==> config.mk <==
export PLATFORM = sky130hd
export DESIGN_NAME = rs_pool
export DESIGN_NICKNAME = d
export VERILOG_FILES = /design/src/rtl/rs_pkg.sv /design/src/rtl/rs_ctrl.sv /design/src/rtl/rs_datapath.sv /design/src/rtl/rs_pool.sv
export SDC_FILE = /design/constraint.sdc
export NUM_CORES = 1
export LEC_CHECK = 0
export BUFFER_PORTS_ARGS = -buffer_cell sky130_fd_sc_hd__buf_2
export CAP_MARGIN = 20
export CORE_AREA = 2 2 140 142
export DETAILED_ROUTE_END_ITERATION = 6
export DIE_AREA = 0 0 142 144
export GPL_TIMING_DRIVEN = 0
export PLACE_DENSITY_LB_ADDON = 0.2
export SLEW_MARGIN = 10
export SYNTH_ARGS = -nofsm -noshare
export SYNTH_HDL_FRONTEND = slang
export SYNTH_SLANG_ARGS = --single-unit
==> constraint.sdc <==
create_clock -name clk -period 5.3 [get_ports clk]
set_input_delay 1.325 -clock clk [delete_from_list [all_inputs] [get_ports clk]]
set_output_delay 1.325 -clock clk [all_outputs]
set_load 0.005 [all_outputs]
==> src/rtl/rs_pkg.sv <==
package rs_pkg;

  // Widest slot index carried in the strobe struct; pools up to 16 stations.
  localparam int SLOT_IDX_W = 4;

  typedef struct packed {
    logic                  issueEn;
    logic [SLOT_IDX_W-1:0] issueSlot;
    logic                  dispEn;
    logic [SLOT_IDX_W-1:0] dispSlot;
  } rsStrobe_t;

endpackage

==> src/rtl/rs_ctrl.sv <==
module rs_ctrl
  import rs_pkg::*;
#(
  parameter int NUM_RS = 4
) (
  input  logic [NUM_RS-1:0] busyVec,
  input  logic [NUM_RS-1:0] readyVec,
  input  logic              issueValid,
  output logic              issueReady,
  output rsStrobe_t         strobe
);

  logic                  anyFree;
  logic                  anyReady;
  logic [SLOT_IDX_W-1:0] freeIdx;
  logic [SLOT_IDX_W-1:0] readyIdx;

  // Lowest-numbered free and ready stations: scan downward so the lowest wins.
  always_comb begin
    anyFree  = 1'b0;
    anyReady = 1'b0;
    freeIdx  = '0;
    readyIdx = '0;
    for (int i = NUM_RS - 1; i >= 0; i--) begin
      if (!busyVec[i]) begin
        anyFree = 1'b1;
        freeIdx = SLOT_IDX_W'(i);
      end
      if (readyVec[i]) begin
        anyReady = 1'b1;
        readyIdx = SLOT_IDX_W'(i);
      end
    end
  end

  assign issueReady       = anyFree;
  assign strobe.issueEn   = issueValid && anyFree;
  assign strobe.issueSlot = freeIdx;
  assign strobe.dispEn    = anyReady;
  assign strobe.dispSlot  = readyIdx;

endmodule

==> src/rtl/rs_datapath.sv <==
module rs_datapath
  import rs_pkg::*;
#(
  parameter int NUM_RS   = 4,
  parameter int NUM_REGS = 8,
  parameter int DATA_W   = 16,
  parameter int OP_W     = 2,
  localparam int REG_W   = $clog2(NUM_REGS),
  localparam int TAG_W   = $clog2(NUM_RS + 1)
) (
  input  logic              clk,
  input  logic              rstN,
  input  rsStrobe_t         strobe,
  input  logic [OP_W-1:0]   issueOp,
  input  logic [REG_W-1:0]  issueDst,
  input  logic [REG_W-1:0]  issueSrcA,
  input  logic [REG_W-1:0]  issueSrcB,
  input  logic [DATA_W-1:0] rfRdDataA,
  input  logic [DATA_W-1:0] rfRdDataB,
  input  logic              cdbValid,
  input  logic [TAG_W-1:0]  cdbTag,
  input  logic [DATA_W-1:0] cdbData,
  output logic [NUM_RS-1:0] busyVec,
  output logic [NUM_RS-1:0] readyVec,
  output logic              dispValid,
  output logic [TAG_W-1:0]  dispTag,
  output logic [OP_W-1:0]   dispOp,
  output logic [DATA_W-1:0] dispOpA,
  output logic [DATA_W-1:0] dispOpB,
  output logic              rfWrEn,
  output logic [REG_W-1:0]  rfWrAddr,
  output logic [DATA_W-1:0] rfWrData
);

  localparam logic [TAG_W-1:0] NO_TAG = '0;

  logic [TAG_W-1:0]  regStatQ [NUM_REGS];
  logic [OP_W-1:0]   opArr    [NUM_RS];
  logic [REG_W-1:0]  dstArr   [NUM_RS];
  logic [DATA_W-1:0] valAArr  [NUM_RS];
  logic [DATA_W-1:0] valBArr  [NUM_RS];

  // Operand resolution at issue: register file, same-cycle bus, or a tag.
  logic [TAG_W-1:0]  statA, statB, newTagA, newTagB, issueTag;
  logic [DATA_W-1:0] newValA, newValB;
  logic              hitA, hitB;

  assign statA    = regStatQ[issueSrcA];
  assign statB    = regStatQ[issueSrcB];
  assign hitA     = cdbValid && (statA != NO_TAG) && (cdbTag == statA);
  assign hitB     = cdbValid && (statB != NO_TAG) && (cdbTag == statB);
  assign newValA  = (statA == NO_TAG) ? rfRdDataA : cdbData;
  assign newValB  = (statB == NO_TAG) ? rfRdDataB : cdbData;
  assign newTagA  = (statA == NO_TAG || hitA) ? NO_TAG : statA;
  assign newTagB  = (statB == NO_TAG || hitB) ? NO_TAG : statB;
  assign issueTag = TAG_W'(strobe.issueSlot) + TAG_W'(1);

  for (genvar g = 0; g < NUM_RS; g++) begin : gSlot
    localparam logic [TAG_W-1:0] MY_TAG = TAG_W'(g + 1);

    logic              busy, sent;
    logic [OP_W-1:0]   op;
    logic [REG_W-1:0]  dst;
    logic [DATA_W-1:0] valA, valB;
    logic [TAG_W-1:0]  tagA, tagB;
    logic              issueHere, dispHere, freeHere, capA, capB;

    assign issueHere = strobe.issueEn && (strobe.issueSlot == SLOT_IDX_W'(g));
    assign dispHere  = strobe.dispEn && (strobe.dispSlot == SLOT_IDX_W'(g));
    assign freeHere  = busy && cdbValid && (cdbTag == MY_TAG);
    assign capA      = busy && cdbValid && (tagA != NO_TAG) && (tagA == cdbTag);
    assign capB      = busy && cdbValid && (tagB != NO_TAG) && (tagB == cdbTag);

    always_ff @(posedge clk) begin
      if (!rstN) begin
        busy <= 1'b0;
        sent <= 1'b0;
        op   <= '0;
        dst  <= '0;
        valA <= '0;
        valB <= '0;
        tagA <= NO_TAG;
        tagB <= NO_TAG;
      end else if (issueHere) begin
        busy <= 1'b1;
        sent <= 1'b0;
        op   <= issueOp;
        dst  <= issueDst;
        valA <= newValA;
        valB <= newValB;
        tagA <= newTagA;
        tagB <= newTagB;
      end else begin
        if (freeHere) busy <= 1'b0;
        if (dispHere) sent <= 1'b1;
        if (capA) begin
          valA <= cdbData;
          tagA <= NO_TAG;
        end
        if (capB) begin
          valB <= cdbData;
          tagB <= NO_TAG;
        end
      end
    end

    assign busyVec[g]  = busy;
    assign readyVec[g] = busy && !sent && (tagA == NO_TAG) && (tagB == NO_TAG);
    assign opArr[g]    = op;
    assign dstArr[g]   = dst;
    assign valAArr[g]  = valA;
    assign valBArr[g]  = valB;
  end

  // Register status table: a broadcast clears a matching entry, an issue renames.
  always_ff @(posedge clk) begin
    if (!rstN) begin
      for (int r = 0; r < NUM_REGS; r++) regStatQ[r] <= NO_TAG;
    end else begin
      for (int r = 0; r < NUM_REGS; r++) begin
        if (cdbValid && (cdbTag != NO_TAG) && (regStatQ[r] == cdbTag))
          regStatQ[r] <= NO_TAG;
        if (strobe.issueEn && (issueDst == REG_W'(r)))
          regStatQ[r] <= issueTag;
      end
    end
  end

  // Writeback gating: only the newest named producer reaches the register file.
  logic [REG_W-1:0] wbDst;
  logic             wbBusy;

  always_comb begin
    wbDst  = '0;
    wbBusy = 1'b0;
    for (int i = 0; i < NUM_RS; i++) begin
      if (cdbTag == TAG_W'(i + 1)) begin
        wbDst  = dstArr[i];
        wbBusy = busyVec[i];
      end
    end
  end

  assign rfWrEn   = cdbValid && wbBusy && (regStatQ[wbDst] == cdbTag);
  assign rfWrAddr = wbDst;
  assign rfWrData = cdbData;

  // Dispatch mux.
  always_comb begin
    dispOp  = '0;
    dispOpA = '0;
    dispOpB = '0;
    for (int i = 0; i < NUM_RS; i++) begin
      if (strobe.dispSlot == SLOT_IDX_W'(i)) begin
        dispOp  = opArr[i];
        dispOpA = valAArr[i];
        dispOpB = valBArr[i];
      end
    end
  end

  assign dispValid = strobe.dispEn;
  assign dispTag   = TAG_W'(strobe.dispSlot) + TAG_W'(1);

endmodule

==> src/rtl/rs_pool.sv <==
module rs_pool
  import rs_pkg::*;
#(
  parameter int NUM_RS   = 4,
  parameter int NUM_REGS = 8,
  parameter int DATA_W   = 16,
  parameter int OP_W     = 2,
  localparam int REG_W   = $clog2(NUM_REGS),
  localparam int TAG_W   = $clog2(NUM_RS + 1)
) (
  input  logic              clk,
  input  logic              rstN,
  input  logic              issueValid,
  input  logic [OP_W-1:0]   issueOp,
  input  logic [REG_W-1:0]  issueDst,
  input  logic [REG_W-1:0]  issueSrcA,
  input  logic [REG_W-1:0]  issueSrcB,
  output logic              issueReady,
  input  logic [DATA_W-1:0] rfRdDataA,
  input  logic [DATA_W-1:0] rfRdDataB,
  input  logic              cdbValid,
  input  logic [TAG_W-1:0]  cdbTag,
  input  logic [DATA_W-1:0] cdbData,
  output logic              dispValid,
  output logic [TAG_W-1:0]  dispTag,
  output logic [OP_W-1:0]   dispOp,
  output logic [DATA_W-1:0] dispOpA,
  output logic [DATA_W-1:0] dispOpB,
  output logic              rfWrEn,
  output logic [REG_W-1:0]  rfWrAddr,
  output logic [DATA_W-1:0] rfWrData
);

  logic [NUM_RS-1:0] busyVec;
  logic [NUM_RS-1:0] readyVec;
  rsStrobe_t         strobe;

  rs_ctrl #(.NUM_RS(NUM_RS)) ctrl_i (
    .busyVec    (busyVec),
    .readyVec   (readyVec),
    .issueValid (issueValid),
    .issueReady (issueReady),
    .strobe     (strobe)
  );

  rs_datapath #(
    .NUM_RS   (NUM_RS),
    .NUM_REGS (NUM_REGS),
    .DATA_W   (DATA_W),
    .OP_W     (OP_W)
  ) dp_i (
    .clk       (clk),
    .rstN      (rstN),
    .strobe    (strobe),
    .issueOp   (issueOp),
    .issueDst  (issueDst),
    .issueSrcA (issueSrcA),
    .issueSrcB (issueSrcB),
    .rfRdDataA (rfRdDataA),
    .rfRdDataB (rfRdDataB),
    .cdbValid  (cdbValid),
    .cdbTag    (cdbTag),
    .cdbData   (cdbData),
    .busyVec   (busyVec),
    .readyVec  (readyVec),
    .dispValid (dispValid),
    .dispTag   (dispTag),
    .dispOp    (dispOp),
    .dispOpA   (dispOpA),
    .dispOpB   (dispOpB),
    .rfWrEn    (rfWrEn),
    .rfWrAddr  (rfWrAddr),
    .rfWrData  (rfWrData)
  );

endmodule

==> impl_metrics.env <==
export IMPL_yosysWarnings=0
export IMPL_die_area_sq_mm=0.0204
export IMPL_highest_layer="met4"
export IMPL_vias=11900
export IMPL_port_buffers=105
export IMPL_max_freq_ghz=0.196
export IMPL_synth_ff_type="dfxtp_1"
export IMPL_clkLatencyLatePin_ns=0.52
export IMPL_leakage_nw=6.80
export IMPL_yosysMostFrequentCell="nand2_1"
export IMPL_fin_crit_ns=5.11
export IMPL_setup_slack_ns=0.192
export IMPL_holdCritPathClass="reg -> reg"
export IMPL_async_reset_ff_share_pct=0
export IMPL_die_w_um=142
export IMPL_initial_utilization_pct=63.8
export IMPL_cts_tree="yes"
export IMPL_synth_top_area_share_pct=29.6
export IMPL_cp_end_kind="output port"
export IMPL_clk_pin_slew_ns=0.06
export IMPL_antenna_violating_nets_post_route=0
export IMPL_cts_buffers_inserted=24
export IMPL_dp_hpwl_mm=28.2
export IMPL_grt_first_pass_wirelength_mm=60.5
export IMPL_synth_area_per_cell_sq_um=7.88
export IMPL_path_max_fanout=10
export IMPL_routed_wl_mm=39.2
export IMPL_diodes=0
export IMPL_syn_nets=1614
export IMPL_fill_cells=1523
export IMPL_finalCritPeriodShare_pct=96.4
export IMPL_drc=0
export IMPL_power_mw=4.02
export IMPL_gr_usage_all_layers_pct=37.7
export IMPL_drv_slew=0
export IMPL_tightest_slew_ns=1.14
export IMPL_postCtsHoldBufs=0
export IMPL_ys_ff_latch=204
export IMPL_crit_path_start_kind="flip-flop"
export IMPL_hold_viol=0
export IMPL_status="finished clean"
export IMPL_gp_congestion=0.949
export IMPL_core_area_sq_mm=0.0191
export IMPL_synth_edf_count=24
export IMPL_dr_wl_met2_mm=18.2
export IMPL_ys_top_cells_by_count="nand2_1 (374), dfxtp_1 (180), mux2i_1 (164)"
export IMPL_required_ns=3.97
export IMPL_ir_drop_v=0.000236
export IMPL_synthTopCellsByArea="dfxtp_1 (30%), mux2i_1 (13%), nand2_1 (12%)"
export IMPL_met1Wirelength_mm=15.7
export IMPL_worstPathArrival_ns=3.78
export IMPL_p_per_area_mw_per_mm2=291
export IMPL_cts_setup_buffers=0
export IMPL_drv_cap=0
export IMPL_path_class="reg -> out"
export IMPL_place_inst=1889
export IMPL_rsz0062_at_grt="false"
export IMPL_synth_cell_area_sq_mm=0.0122
export IMPL_rows=51
export IMPL_ios=125
export IMPL_route_met3_wl_mm=3.69
export IMPL_setup_viol=0
export IMPL_ys_types=54
export IMPL_grt_pass1_vias=11200
export IMPL_fin_tns_setup_ns=0
export IMPL_syn_to_final_growth_pct=13.4
export IMPL_grt_overflow=0
export IMPL_dr_first_iter_drc_count=1336
export IMPL_synthCells=1544
export IMPL_dp_slack_ns=0.311
export IMPL_clk_path_buf_depth=3
export IMPL_fin_skew_ns=0.0130
export IMPL_fin_nets=1747
export IMPL_cts_sinks=204
export IMPL_yosysTopAreaCell="dfxtp_1"
export IMPL_firstDrtPassIters=6
export IMPL_antenna_found_initial=0
export IMPL_wl_per_cell_um=20.3
export IMPL_seq_area_frac_synth_pct=35.5
export IMPL_htree_levels=1
export IMPL_grt_max_degree=13
export IMPL_vias_per_cell=6.17
export IMPL_utilization_pct=72.3
export IMPL_die_height_um=144
export IMPL_final_cells=1932
export IMPL_maxSlewHeadroom_pct=23.5
export IMPL_layout_drive_gt1_share_pct=12.9
export IMPL_root_buffer="clkbuf_16"
[layer usage]
| layer | up-vias | GRT usage (%) |
|---|---|---|
| li1 | 5516 | - |
| met1 | 5637 | 50.1 |
| met2 | 654 | 61.5 |
| met3 | 109 | 5.33 |
| met4 | 0 | 16.9 |
| met5 | - | 0 |
[final timing paths]
kind | startpoint | to | slack, ns | depth (start not counted)
worst max-delay path | dp_i.gSlot[1].busy | dispOpB[15] | 0.19 | 12
worst min-delay path | dp_i.gSlot[0].dst[2] | dp_i.gSlot[0].dst[2] | 0.47 | 2
worst max register to register | dp_i.regStatQ[7][1] | dp_i.gSlot[3].valB[11] | 2.37 | 7
worst min register to register | dp_i.gSlot[0].dst[2] | dp_i.gSlot[0].dst[2] | 0.47 | 2
[cells by family (layout without fill, tap and decap cells)]
group / after synthesis / after routing / share of synthesized area [%]
multiplexers: 189 / 189 / 17.1
adder cells (fa/ha/maj): 4 / 4 / 0.411
flip-flops: 204 / 204 / 35.5
AND/OR/NAND/NOR: 733 / 733 / 27.5
AO/OA/AOI/OAI: 204 / 204 / 10.2
XOR/XNOR: 47 / 47 / 3.38
buffers and inverters: 163 / 313 / 5.83
[sequential cells by signal (all words and copies together), names as in the netlist]
| signal | count |
|---|---|
| dp_i.gSlot.sent | 4 |
| dp_i.gSlot.op | 8 |
| dp_i.gSlot.valA | 64 |
| dp_i.gSlot.busy | 4 |
| dp_i.gSlot.valB | 64 |
| dp_i.gSlot.tagA | 12 |
| dp_i.gSlot.dst | 12 |
| dp_i.regStatQ | 24 |
| dp_i.gSlot.tagB | 12 |
[what timing repair did]
item                                    in CTS  in global routing
endpoints found under the hold margin        0                  0
gates resized for setup                      1                 12
pin swaps                                    0                  0
endpoints found under the setup margin       1                 23
[critical path, cell delays in order (launching register included)]
cell	delay, ns
dfxtp_1	0.38
clkbuf_1	0.42
nand4b_1	0.18
nor2b_1	0.18
o21ai_0	0.22
ha_1	0.25
clkbuf_1	0.21
clkbuf_1	0.48
a21oi_1	0.14
nor2_1	0.12
a21oi_1	0.06
o21ai_0	0.42
buf_2	0.20
[where the power goes]
group | leakage [nW] | switching, mW | internal [mW]
sequential | 1.71 | 0.0475 | 1.63
combinational | 4.71 | 0.423 | 0.265
clock | 0.375 | 0.668 | 0.988
total | 6.80 | 1.14 | 2.88
[cell usage in the layout (no fill, tap or decap), drive strengths merged, types with 3 or more instances in the layout]
cell,n
xor2,8
a21oi,79
nor2b,20
o22a,3
ha,4
nand2b,9
xnor2,39
edfxtp,24
nand3,29
nand2,374
inv,8
buf,158
nand3b,3
o21ai,47
o22ai,15
nor3b,10
and2,17
mux2i,175
o31ai,5
a21boi,24
and3,112
a221oi,16
mux4,12
and4b,3
dfxtp,180
clkbuf,139
nor3,7
nor2,124
nand4,13
a22oi,3
nor4,4
clkinv,6
[stage by stage]
stage / area, sq um / hold WS, ns
2_1_floorplan: 12200 / 0.443
3_3_place_gp: 13000 / 0.450
3_5_place_dp: 13000 / 0.459
4_1_cts: 13800 / 0.467
5_1_grt: 13800 / 0.482
6_report: 13800 / 0.467
[area by class of cell]
| type | instances | area, sq um | area share (%) |
|---|---|---|---|
| Multi-Input combinational cell | 1177 | 7140 | 51.7 |
| Sequential cell | 204 | 4320 | 31.3 |
| Buffer | 155 | 688 | 4.99 |
| Clock buffer | 35 | 683 | 4.95 |
| Timing Repair Buffer | 107 | 548 | 3.97 |
| Tap cell | 238 | 298 | 2.16 |
| Clock inverter | 8 | 88.8 | 0.644 |
| Inverter | 8 | 30.0 | 0.218 |
Note: power is estimated with default switching activity, not from simulation.
